===== src/rtl/sadc_pkg.sv =====
package sadc_pkg;

  // Strobes sent from the control FSM to the datapath
  typedef struct packed {
    logic capture;
  } dpStrobe_t;

  // Converter pulse rules, in nanoseconds
  localparam int MIN_HIGH_NS   = 10;
  localparam int DEAD_LO_NS    = 110;
  localparam int DEAD_HI_NS    = 160;
  localparam int MIN_LOW_NS    = 30;
  localparam int MIN_PERIOD_NS = 333;

  function automatic logic cfgIsBad(input int highNs, input int lowNs, input int periodNs);
    return (highNs < MIN_HIGH_NS) ||
           ((highNs > DEAD_LO_NS) && (highNs < DEAD_HI_NS)) ||
           (lowNs < MIN_LOW_NS) ||
           (periodNs < MIN_PERIOD_NS);
  endfunction

endpackage


===== src/rtl/sadc_ctrl.sv =====
module sadc_ctrl
  import sadc_pkg::*;
#(
  parameter int PERIOD_CYC  = 34,
  parameter int PULSE_CYC   = 2,
  parameter int CLK_NS      = 10,
  parameter int TIMEOUT_CYC = 20
) (
  input  logic       clk,
  input  logic       rstN,
  input  logic       enable,
  input  logic       adcBusy,
  output logic       adcStart,
  output logic       overrunFlag,
  output logic       timeoutFlag,
  output logic       cfgError,
  output dpStrobe_t  dpStb
);

  localparam int  PC_W   = $clog2(PERIOD_CYC + 1);
  localparam int  WL_W   = $clog2(PULSE_CYC + 1);
  localparam int  WT_W   = $clog2(TIMEOUT_CYC + 1);
  localparam logic CFG_BAD = cfgIsBad(PULSE_CYC * CLK_NS,
                                      (PERIOD_CYC - PULSE_CYC) * CLK_NS,
                                      PERIOD_CYC * CLK_NS);

  logic            busyMeta, busySync, busySyncD;
  logic            busyFall, due;
  logic [PC_W-1:0] periodCnt;
  logic [WL_W-1:0] widthLeft;
  logic [WT_W-1:0] waitCnt;
  logic            startReg, awaiting, captureStb;

  assign busyFall = busySyncD & ~busySync;
  assign due      = enable & ~CFG_BAD & (periodCnt == '0);

  always_ff @(posedge clk or negedge rstN) begin
    if (!rstN) begin
      busyMeta    <= 1'b0;
      busySync    <= 1'b0;
      busySyncD   <= 1'b0;
      captureStb  <= 1'b0;
      periodCnt   <= '0;
      widthLeft   <= '0;
      waitCnt     <= '0;
      startReg    <= 1'b0;
      awaiting    <= 1'b0;
      overrunFlag <= 1'b0;
      timeoutFlag <= 1'b0;
    end else begin
      busyMeta   <= adcBusy;
      busySync   <= busyMeta;
      busySyncD  <= busySync;
      captureStb <= busyFall;

      if (!enable || CFG_BAD)
        periodCnt <= '0;
      else if (periodCnt == PC_W'(PERIOD_CYC - 1))
        periodCnt <= '0;
      else
        periodCnt <= periodCnt + 1'b1;

      if (startReg) begin
        if (widthLeft == '0) startReg <= 1'b0;
        else                 widthLeft <= widthLeft - 1'b1;
      end

      if (awaiting) begin
        if (busyFall) begin
          awaiting <= 1'b0;
        end else if (waitCnt == WT_W'(TIMEOUT_CYC - 1)) begin
          timeoutFlag <= 1'b1;
          awaiting    <= 1'b0;
        end else begin
          waitCnt <= waitCnt + 1'b1;
        end
      end

      if (due) begin
        if (busySync) begin
          overrunFlag <= 1'b1;
        end else begin
          startReg  <= 1'b1;
          widthLeft <= WL_W'(PULSE_CYC - 1);
          awaiting  <= 1'b1;
          waitCnt   <= '0;
        end
      end
    end
  end

  assign adcStart      = startReg;
  assign cfgError      = CFG_BAD;
  assign dpStb.capture = captureStb;

  // the pulse is not cut short while width remains
  a_r2_pulse_width: assert property (@(posedge clk) disable iff (!rstN)
    (startReg && widthLeft != '0) |=> startReg);

  // no pulse starts on a slot where the converter looked busy
  a_r5_no_start_when_busy: assert property (@(posedge clk) disable iff (!rstN)
    $rose(startReg) |-> !$past(busySync));

  a_r5_overrun_sticky: assert property (@(posedge clk) disable iff (!rstN)
    overrunFlag |=> overrunFlag);

  a_r6_timeout_sticky: assert property (@(posedge clk) disable iff (!rstN)
    timeoutFlag |=> timeoutFlag);

endmodule


===== src/rtl/sadc_datapath.sv =====
module sadc_datapath
  import sadc_pkg::*;
#(
  parameter int DATA_W = 14
) (
  input  logic                     clk,
  input  logic                     rstN,
  input  dpStrobe_t                dpStb,
  input  logic [DATA_W-1:0]        adcData,
  output logic signed [DATA_W-1:0] sampleOut,
  output logic                     sampleValid
);

  localparam int MSB = DATA_W - 1;

  always_ff @(posedge clk or negedge rstN) begin
    if (!rstN) begin
      sampleOut   <= '0;
      sampleValid <= 1'b0;
    end else begin
      sampleValid <= dpStb.capture;
      if (dpStb.capture)
        sampleOut <= {~adcData[MSB], adcData[MSB-1:0]};
    end
  end

  // a sample strobe never lasts two cycles
  a_r7_valid_single: assert property (@(posedge clk) disable iff (!rstN)
    sampleValid |=> !sampleValid);

  // sign bit is the inverse of the captured MSB
  a_r8_sign_flip: assert property (@(posedge clk) disable iff (!rstN)
    sampleValid |-> (sampleOut[MSB] != $past(adcData[MSB])));

endmodule


===== src/rtl/sample_adc_ctrl.sv =====
module sample_adc_ctrl
  import sadc_pkg::*;
#(
  parameter int DATA_W      = 14,
  parameter int PERIOD_CYC  = 34,
  parameter int PULSE_CYC   = 2,
  parameter int CLK_NS      = 10,
  parameter int TIMEOUT_CYC = 20
) (
  input  logic                     clk,
  input  logic                     rstN,
  input  logic                     enable,
  input  logic                     adcBusy,
  input  logic [DATA_W-1:0]        adcData,
  output logic                     adcStart,
  output logic signed [DATA_W-1:0] sampleOut,
  output logic                     sampleValid,
  output logic                     overrunFlag,
  output logic                     timeoutFlag,
  output logic                     cfgError
);

  dpStrobe_t dpStb;

  sadc_ctrl #(
    .PERIOD_CYC (PERIOD_CYC),
    .PULSE_CYC  (PULSE_CYC),
    .CLK_NS     (CLK_NS),
    .TIMEOUT_CYC(TIMEOUT_CYC)
  ) ctrl_i (
    .clk        (clk),
    .rstN       (rstN),
    .enable     (enable),
    .adcBusy    (adcBusy),
    .adcStart   (adcStart),
    .overrunFlag(overrunFlag),
    .timeoutFlag(timeoutFlag),
    .cfgError   (cfgError),
    .dpStb      (dpStb)
  );

  sadc_datapath #(
    .DATA_W(DATA_W)
  ) dp_i (
    .clk        (clk),
    .rstN       (rstN),
    .dpStb      (dpStb),
    .adcData    (adcData),
    .sampleOut  (sampleOut),
    .sampleValid(sampleValid)
  );

endmodule


===== config.mk =====
export PLATFORM = sky130hd
export DESIGN_NAME = sample_adc_ctrl
export DESIGN_NICKNAME = d
export VERILOG_FILES = /design/src/rtl/sadc_pkg.sv /design/src/rtl/sadc_ctrl.sv /design/src/rtl/sadc_datapath.sv /design/src/rtl/sample_adc_ctrl.sv
export SDC_FILE = /design/constraint.sdc
export NUM_CORES = 1
export LEC_CHECK = 0
export CORE_MARGIN = 5
export CORE_UTILIZATION = 45
export DETAILED_ROUTE_END_ITERATION = 10
export PLACE_DENSITY = 0.74
export SLEW_MARGIN = 20
export SYNTH_ARGS = -nofsm -noshare
export SYNTH_HDL_FRONTEND = slang
export SYNTH_SLANG_ARGS = --single-unit
export TNS_END_PERCENT = 10

===== constraint.sdc =====
create_clock -name clk -period 2.02 [get_ports clk]
set_input_delay 0.303 -clock clk [delete_from_list [all_inputs] [get_ports clk]]
set_output_delay 0.303 -clock clk [all_outputs]
set_load 0.005 [all_outputs]

==> results of run 1 <==
registers in the layout (all words and copies together) (netlist names):
| register | cells |
|---|---|
| dp_i.sampleValid | 1 |
| ctrl_i.periodCnt | 6 |
| ctrl_i.dpStb | 1 |
| ctrl_i.awaiting | 1 |
| ctrl_i.widthLeft | 2 |
| ctrl_i.adcStart | 1 |
| ctrl_i.busySyncD | 1 |
| ctrl_i.waitCnt | 5 |
| ctrl_i.overrunFlag | 1 |
| ctrl_i.busySync | 1 |
| ctrl_i.timeoutFlag | 1 |
| dp_i.sampleOut | 14 |
| ctrl_i.busyMeta | 1 |
layout by cell type, fill, tap and decap left out, types with 2 or more instances in the layout:
cell type | Yosys | layout
o31ai_1 | 5 | 5
nand2_1 | 6 | 6
xnor2_1 | 2 | 2
or4_1 | 4 | 4
clkdlybuf4s50_1 | 0 | 35
a21oi_1 | 5 | 5
o21ai_0 | 5 | 5
nor2_1 | 5 | 5
mux2_2 | 13 | 13
inv_1 | 6 | 6
dfrtp_1 | 36 | 36
clkbuf_4 | 0 | 5
buf_4 | 1 | 2
nand3_1 | 3 | 3
ha_1 | 4 | 4
clkbuf_1 | 1 | 2
cells by family after synthesis:
logic type	synth area share (%)
simple gates	12.6
buf+inv	3.26
mux	10.5
compound gates	8.11
other cells	0.251
fa+ha+maj	3.34
xor+xnor	1.76
flops	60.2
final timing paths:
check / startpoint / endpoint / cells after the start
max: ctrl_i.periodCnt[2] / ctrl_i.periodCnt[3] / 3
min: ctrl_i.busyMeta / ctrl_i.busySync / 0
max reg2reg: ctrl_i.periodCnt[2] / ctrl_i.periodCnt[3] / 3
min reg2reg: ctrl_i.busyMeta / ctrl_i.busySync / 0
max in group asynchronous: rstN / ctrl_i.busySyncD / 2
min in group asynchronous: rstN / ctrl_i.waitCnt[2] / 2
power groups by stage:
stage               combinational [mW]  clock, mW  sequential, mW
floorplan                        0.144          0           0.891
global placement                 0.300          0           0.899
detailed placement               0.311          0           0.906
CTS                              0.312      0.400           0.892
global route                     0.334      0.428           0.909
finish                           0.306      0.382           0.892
synthesized netlist by cell type (all sizes together), types with 2 or more instances:
cell type	instances
nand3	3
a21oi	6
ha	4
nand2	6
inv	7
xnor2	2
nor2	5
dfrtp	36
o21ai	5
o31ai	5
or4	5
buf	2
or3	2
mux2	13
worst reg2reg max path, stage by stage (launching register included):
cell and delay (ns):
dfrtp_1 0.43, or3_4 0.41, o21ai_0 0.46, nor2_1 0.11
per-layer routing:
metal  wire, um  vias up
met5          0        -
met4         32        0
met3        110        4
met2       1510       20
met1       1120      520
li1           -      492
final cells by class:
type	instances	area [sq um]
multi-input combinational	70	547
fill	292	1330
clock buffer	8	58.8
tap	46	57.6
timing repair buffer	37	365
sequential	36	901
inverter	7	26.3
==> impl_results.md, run 1 <==
- Skew final: 0.00535 ns
- Mapped Nets: 138
- Non-Filler Instances: 204
- Library cells used by synthesis: 34
- Sw frac: 25.3%
- I/O pins: 37
- Placed instance count: 196
- Seq pwr share: 56.5%
- Worst slew margin: 61.5%
- Worst min-delay path class: reg -> reg
- DRC: 0
- DRT Pass-1 Iters: 4
- Post-CTS setup buffer count: 0
- Core ar.: 3280 sq um
- Total Wirelength: 2770 um
- CTS resizes: 0
- Vert. Die Dim: 67.7 um
- Placed standard-cell area: 1900 sq um
- Max cap viols: 0
- Yosys top cell area share: 60.2%
- Final setup margin: 0.485 ns
- Critical path peak fanout: 5
- Final nets: 179
- Clk slew on worst S/H paths: 0.10 ns
- Die area: 4580 sq um
- Largest cells by area after synthesis: dfrtp_1 60%, mux2_2 9.8%, ha_1 3.3%
- Port Buffers: 35
- Buf+Inv Stages, Crit Path: 0
- Cell area after synthesis: 1500 sq um
- Final Setup Violations: 0
- WHS: 0.358 ns
- Finished Core Util: 59.5%
- Final HPWL from detailed placement: 2070 um
- Gr usage total: 14.0%
- Peak supply drop: 0.000513 V
- Clk pwr share: 24.2%
- Fin crit share: 76.0%
- Slowest stage cell, crit path: o21ai_0
- Grt met2 use: 23.8%
- Met3 Use GR: 4.99%
- Final Cell Area: 1960 sq um
- # rows: 21
- Combinational power share: 19.4%
- CP delay by family, top: simple AND/OR/NAND/NOR gates
- Crit Path Class: reg -> reg
- Net Switching: 400 uW
- TNS Setup: 0 ns
- Arrival time at the worst endpoint: 1.73 ns
- Grt total ovfl: 0
- Max Transition Viols Final: 0
- H-tree depth: 2
- DR vias: 1036
- CTS Buffer Depth: 2
- TritonCTS Sinks: 36
- EDFF count, synth: 0
- Synth warn: 0
- Cts hold-fix bufs: 0
- Root Buffer: clkbuf_4
- Syn_area_per_cell: 12.9 sq um
- DR iter-0 viols: 52
- Clock buffer count from CTS: 5
- Register area share after synthesis: 60.2%
- Routing usage on met1: 15.7%
- Routability Congestion: 0.783
- Layout cells sized above 1: 17.7%
- Fmax: 0.651 GHz
- Critical path's largest stage delay: 0.46 ns
- DP Worst Slack: 0.466 ns
- Antenna diodes: 0
- Vias in the first global route: 1078
- Vias per cell: 5.08
- Yosys reg bits: 36
- Critical path, cell by cell: or3_4 > o21ai_0 > nor2_1
- Die Width: 67.7 um
- Req. time, crit path: 2.21 ns
- Ys flop type: dfrtp_1
- Synth area leader: dfrtp_1
- Critical Path End Type: flop
- Slew @ Worst Pin: 0.577 ns
- Status: complete, no violations
- P_leak: 0.837 nW
- Wire per inst: 13.6 um
- DRT antenna net count: 0
- Internal: 1.18 mW
- Initial Util: 45.6%
- Final Hold Viols: 0
- Tot Pwr: 1.58 mW
- Syn Inst Count: 116
- Asr flop ratio synth: 100%
- Layout area overhead: 30.7%
- First-pass GRT wire length: 4730 um
- CTS tree: yes
- RSZ-0062 raised after global routing: no
- Number of antenna violations at the first check in global routing: 0
- PD cells: 808 nW/um^2
- GRT busiest layer: met2
- Clk_lat worst skew: 0.32 ns
- Reg2Reg Setup Slack: 0.48 ns
- Critical Path Source Type: flop
- Largest net degree at the start of global routing: 37
- Post-layout min period: 1.54 ns
(Power assumes the default switching activity.)
==> run 2: changes to the inputs <==
- CORE_UTILIZATION: 45 -> 43
- clock period: 2.02 -> 1.4 ns (I/O delays scaled with it)
==> run 2 against run 1 <==
- the run now ends with negative setup slack left
- setup slack lost 0.56 ns
- count of clock-buffer cells in the layout shrank 3
- core utilization grew 2.5 points
- die area grew 4.0%
- register-to-register slack lost 0.56 ns
- critical endpoint is now ctrl_i.awaiting
- largest power group unchanged
==> impl_results.md, run 2 (synthesis results as in run 1) <==
- Die area: 4760 sq um (+4.0%)
- Reg2Reg Capture Point: ctrl_i.awaiting
- Peak supply drop: 0.000802 V (+56%)
- Worst r2r src: ctrl_i.periodCnt[3]
- Clk pwr share: 28.8% (+4.6 points)
- Max FFs per register: 14 (unchanged)
- Seq pwr share: 50.9% (-5.6 points)
- Regs by FF count: dp_i.sampleOut: 14 flops, ctrl_i.periodCnt: 6 flops, ctrl_i.waitCnt: 5 flops
- DRC: 0 (unchanged)
- Total Wirelength: 3160 um (+14%)
- Post-CTS setup buffer count: 0 (unchanged)
- Routability Congestion: 0.792 (+1.1%)
- Final setup margin: -0.0748 ns (-0.559 ns)
- Wire per inst: 14.7 um (+8.6%)
- Clock buffer count from CTS: 5 (unchanged)
- Initial Util: 44.5% (-1.1 points)
- P_leak: 0.946 nW (+13%)
- Tot Pwr: 2.50 mW (+58%)
- DR iter-0 viols: 54 (+3.8%)
- Critical path, cell by cell: or3_4 > or4_4 > o31ai_1
- Sw frac: 26.4% (+1.0 points)
- H-tree depth: 2 (unchanged)
- Clk slew on worst S/H paths: 0.11 ns (about the same)
- CTS tree: yes
- Number of antenna violations at the first check in global routing: 0 (unchanged)
- Vert. Die Dim: 69.0 um (+2.0%)
- Crit Path Class: reg -> reg
- Net Switching: 660 uW (+65%)
- Vias per cell: 5.05 (-0.62%)
- PD cells: 1200 nW/um^2 (+48%)
- Final Setup Violations: 2 (+2)
- Largest net degree at the start of global routing: 37 (unchanged)
- Internal: 1.84 mW (+56%)
- Reg2Reg Setup Slack: -0.07 ns (-0.56 ns)
- Worst min-delay path class: in -> async
- CTS Buffer Depth: 2 (unchanged)
- R2R cell count: 3 (unchanged)
- Status: finished with violations
- Most common cell after layout, fill and taps aside: dfrtp_1
- Slowest stage cell, crit path: or4_4
- Fillers: 301 (+3.1%)
- Critical Path End Type: flop
- Port Buffers: 35 (unchanged)
- First-pass GRT wire length: 5290 um (+12%)
- Critical path peak fanout: 4 (-1)
- Clk_lat worst skew: 0.34 ns (+0.02 ns)
- CP delay by family, top: simple AND/OR/NAND/NOR gates
- Arrival time at the worst endpoint: 1.74 ns (about the same)
- Buf+Inv Stages, Crit Path: 0 (unchanged)
- Root Buffer: clkbuf_4
- DRT Pass-1 Iters: 4 (unchanged)
- Antenna diodes: 0 (unchanged)
- Layout cells sized above 1: 28.6% (+11 points)
- Grt total ovfl: 0 (unchanged)
- Critical path's largest stage delay: 0.49 ns (+0.03 ns)
- Fmax: 0.678 GHz (+4.1%)
- # rows: 21 (unchanged)
- Biggest register: dp_i.sampleOut
- DR vias: 1080 (+4.2%)
- Failing checks: negative setup slack
- Die Width: 69.0 um (+2.0%)
- Max Transition Viols Final: 0 (unchanged)
- Critical Path Source Type: flop
- Core ar.: 3360 sq um (+2.4%)
- Post-layout min period: 1.47 ns (-0.0607 ns)
- Final HPWL from detailed placement: 2310 um (+12%)
- Gr usage total: 15.7% (+1.7 points)
- Req. time, crit path: 1.66 ns (-0.55 ns)
- Final Hold Viols: 0 (unchanged)
- I/O pins: 37 (unchanged)
- Vias in the first global route: 1176 (+9.1%)
- Fin crit share: 105% (+29 points)
- TNS Setup: -0.111 ns (-0.111 ns)
- Combinational power share: 20.3% (+0.9 points)
- Most frequent cells in the layout: 36 x dfrtp_1, 17 x clkdlybuf4s50_1, 17 x dlygate4sd2_1
- TritonCTS Sinks: 36 (unchanged)
- Max cap viols: 0 (unchanged)
- Final nets: 189 (+5.6%)
- RSZ-0062 raised after global routing: yes
- Layout area overhead: 39.5%
- DRT antenna net count: 0 (unchanged)
- Skew final: 0.00621 ns (+0.000860 ns)
==> run 2: cell count changes in the layout (fill, tap and decap cells not counted), sizes merged <==
cell / change
clkinvlp: +1
bufinv: +1
clkdlybuf4s50: -18
dlygate4sd2: +17
buf: +10
clkinv: +1
clkbuf: -3
dlymetal6s2s: +1
==> run 2: final cells by class <==
class	instances	area [sq um]	area share [%]
tap	46	57.6	2.76
clock buffer	5	37.5	1.80
multi-input combinational	70	586	28.0
timing repair buffer	47	438	21.0
inverter	7	26.3	1.26
clock inverter	3	42.5	2.04
sequential	36	901	43.1
==> run 2: timing repair <==
item                                    in CTS  in global routing
resized for setup                           24                  3
hold buffers                                 0                  0
pin swaps                                    2                  4
endpoints found under the setup margin      21                 13
==> run 2: how the worst max path moves through the flow <==
| stage | from | end | cells after the start | slack [ns] |
|---|---|---|---|---|
| floorplan | ctrl_i.periodCnt[4] | ctrl_i.awaiting | 3 | -0.05 |
| global placement | ctrl_i.waitCnt[0] | ctrl_i.waitCnt[0] | 5 | -0.07 |
| detailed placement | ctrl_i.waitCnt[0] | ctrl_i.waitCnt[0] | 5 | -0.16 |
| CTS | ctrl_i.periodCnt[4] | ctrl_i.awaiting | 3 | -0.07 |
| global route | ctrl_i.periodCnt[3] | ctrl_i.awaiting | 3 | -0.10 |
| finish | ctrl_i.periodCnt[3] | ctrl_i.awaiting | 3 | -0.07 |
==> run 2: routing by layer <==
metal	vias up	routed length, um	GRT usage [%]
met5	-	0	0
met4	0	97	10.2
met3	12	134	3.89
met2	23	1720	26.0
met1	532	1210	17.9
li1	513	-	-
==> run 2: power by group through the flow <==
| stage | clock network [mW] | logic (mW) | registers (mW) |
|---|---|---|---|
| global route | 0.785 | 0.554 | 1.30 |
| floorplan | 0 | 0.210 | 1.29 |
| global placement | 0 | 0.507 | 1.28 |
| finish | 0.721 | 0.507 | 1.27 |
| CTS | 0.741 | 0.512 | 1.27 |
| detailed placement | 0 | 0.535 | 1.29 |
==> run 2: through the flow <==
stage                     worst slack (ns)  hold slack (ns)  util (%)  instance area, sq um  std cells
after floorplan                    -0.0451          -0.0856         -                  1500        116
after global placement             -0.0722            0.332      59.4                  2000        207
after detailed placement            -0.159            0.336      59.4                  2000        207
after CTS                          -0.0681            0.214      61.8                  2080        214
after global routing                -0.101            0.244      62.1                  2090        214
final                              -0.0748            0.218      62.1                  2090        214
==> run 3: changes to the inputs <==
- clock period: 1.4 -> 1.35 ns (I/O delays scaled with it)
==> run 3 against run 2 <==
- the run still ends with negative setup slack left
- clock skew is 0.0029 ns lower
- cell area is 0.66% higher
- via count is 0.28% lower
- maximum frequency is 4.8% higher
- worst hold slack better by 0.026 ns
- sequential power is 4% higher
- wire length is 7.4% lower
- global-route usage is 1.6 points lower
- critical path type unchanged
==> impl_results.md, run 3 (synthesis results as in run 1) <==
- Max cap viols: 0 (unchanged)
- RSZ-0062 raised after global routing: yes
- Final Hold Viols: 0 (unchanged)
- Post-layout min period: 1.41 ns (-0.0673 ns)
- Most common cell after layout, fill and taps aside: dfrtp_1
- Vert. Die Dim: 69.0 um (unchanged)
- Placed standard-cell area: 2010 sq um (+0.81%)
- Crit Path Class: reg -> reg
- CTS Buffer Depth: 2 (unchanged)
- Biggest register: dp_i.sampleOut
- # rows: 21 (unchanged)
- Routability Congestion: 0.824 (+4.1%)
- Final nets: 192 (+1.6%)
- Peak supply drop: 0.000852 V (+6.1%)
- Tot Pwr: 2.58 mW (+3.0%)
- DRC: 0 (unchanged)
- Largest net degree at the start of global routing: 37 (unchanged)
- Antenna diodes: 0 (unchanged)
- Status: finished with violations
- Final Cell Area: 2100 sq um (+0.66%)
- Final HPWL from detailed placement: 2230 um (-3.7%)
- Critical path peak fanout: 4 (unchanged)
- Req. time, crit path: 1.59 ns (-0.07 ns)
- P_leak: 0.954 nW (+0.84%)
- DRT antenna net count: 0 (unchanged)
- Non-Filler Instances: 217 (+1.4%)
- DP Worst Slack: -0.197 ns (-0.0380 ns)
- Core ar.: 3360 sq um (unchanged)
- PD cells: 1230 nW/um^2 (+2.3%)
- Vias per cell: 4.96 (-1.7%)
- Root Buffer: clkbuf_4
- I/O pins: 37 (unchanged)
- Cts hold-fix bufs: 0 (unchanged)
- Most frequent cells in the layout: 36 x dfrtp_1, 18 x dlygate4sd2_1, 17 x clkdlybuf4s50_1
- Layout cells sized above 1: 28.7% (+0.084 points)
- Critical Path End Type: flop
- Gr usage total: 14.1% (-1.6 points)
- Vias in the first global route: 1149 (-2.3%)
- DRT Pass-1 Iters: 4 (unchanged)
- Clk_lat worst skew: 0.32 ns (-0.02 ns)
- Layout area overhead: 40.5%
- Die Width: 69.0 um (unchanged)
- Initial Util: 44.5% (unchanged)
- Critical path, cell by cell: or3_4 > or4_4 > o31ai_2
- Critical Path Source Type: flop
- Slowest stage cell, crit path: or4_4
- WHS: 0.244 ns (+0.0264 ns)
- Clock buffer count from CTS: 5 (unchanged)
- Failing checks: negative setup slack
- Clk slew on worst S/H paths: 0.10 ns (about the same)
- Critical path's largest stage delay: 0.44 ns (-0.05 ns)
- DR vias: 1077 (-0.28%)
- Final Setup Violations: 8 (+6)
- Max FFs per register: 14 (unchanged)
- H-tree depth: 2 (unchanged)
- CTS tree: yes
- Total Wirelength: 2920 um (-7.4%)
- Worst min-delay path class: in -> async
- DR iter-0 viols: 28 (-48%)
- Die area: 4760 sq um (unchanged)
- Fin crit share: 104% (-1.1 points)
- Final setup margin: -0.0575 ns (+0.0173 ns)
- Port Buffers: 35 (unchanged)
- Fmax: 0.710 GHz (+4.8%)
- First-pass GRT wire length: 4880 um (-7.7%)
- Placed instance count: 208 (+0.48%)
- Grt total ovfl: 0 (unchanged)
- Arrival time at the worst endpoint: 1.65 ns (-0.09 ns)
- Skew final: 0.00334 ns (-0.00287 ns)
- Number of antenna violations at the first check in global routing: 0 (unchanged)
- Wire per inst: 13.5 um (-8.6%)
- Max Transition Viols Final: 0 (unchanged)
- Regs by FF count: dp_i.sampleOut: 14 flops, ctrl_i.periodCnt: 6 flops, ctrl_i.waitCnt: 5 flops
- TritonCTS Sinks: 36 (unchanged)
-- run 3: cell types whose count changed in the layout (fill, tap and decap cells not counted), sizes merged --
cell	previous run	this run
buf	12	15
clkbuf	5	6
clkinvlp	1	0
dlymetal6s2s	1	0
dlygate4sd2	17	18
-- run 3: report_power, final --
group          total (mW)  internal (mW)  switching [mW]
sequential           1.32           1.22          0.0994
combinational       0.535          0.318           0.217
clock               0.726          0.388           0.337
total                2.58           1.92           0.653
-- run 3: routing by layer --
metal	vias to the layer above	part of all wire [%]	GRT usage [%]
met3	7	3.4	4.05
met1	535	40	16.3
met2	19	55	23.5
met5	-	0	0
li1	516	-	-
met4	0	1.7	7.30
-- run 3: final cells by class --
class	count	area (sq um)
timing repair buffer	50	453
inverter	7	26.3
clock buffer	6	41.3
multi-input combinational	70	588
tap	46	57.6
sequential	36	901
fill	302	1260
clock inverter	2	35.0
-- run 3: worst paths after layout --
check / to / slack, ns / from / depth (start not counted)
min: ctrl_i.waitCnt[2] / 0.24 / rstN / 2
max reg2reg: ctrl_i.awaiting / -0.06 / ctrl_i.periodCnt[4] / 3
min in group clk: ctrl_i.busyMeta / 0.31 / adcBusy / 1
max in group asynchronous: ctrl_i.widthLeft[1] / 0.93 / rstN / 2
max: ctrl_i.awaiting / -0.06 / ctrl_i.periodCnt[4] / 3
min reg2reg: ctrl_i.busySync / 0.36 / ctrl_i.busyMeta / 0
-- run 3: stage by stage --
step	setup TNS, ns	utilization (%)
final	-0.212	62.5
after detailed placement	-0.838	59.9
after floorplan	-0.257	-
after global routing	-0.877	62.5
after CTS	-0.338	62.1
after global placement	-0.542	59.9
-- run 3: critical path: cells and delay by family (launching register included) --
kind	cells	cell delay, ns
AOI/OAI and AO/OA	1	0.07
DFF	1	0.39
and+or+nand+nor	2	0.86
-- run 3: repair_timing --
action	CTS	global route
endpoints found under the setup margin	27	14
gates cloned	0	0
buffers inserted	1	1
resized for setup	23	1
pin swaps	5	1
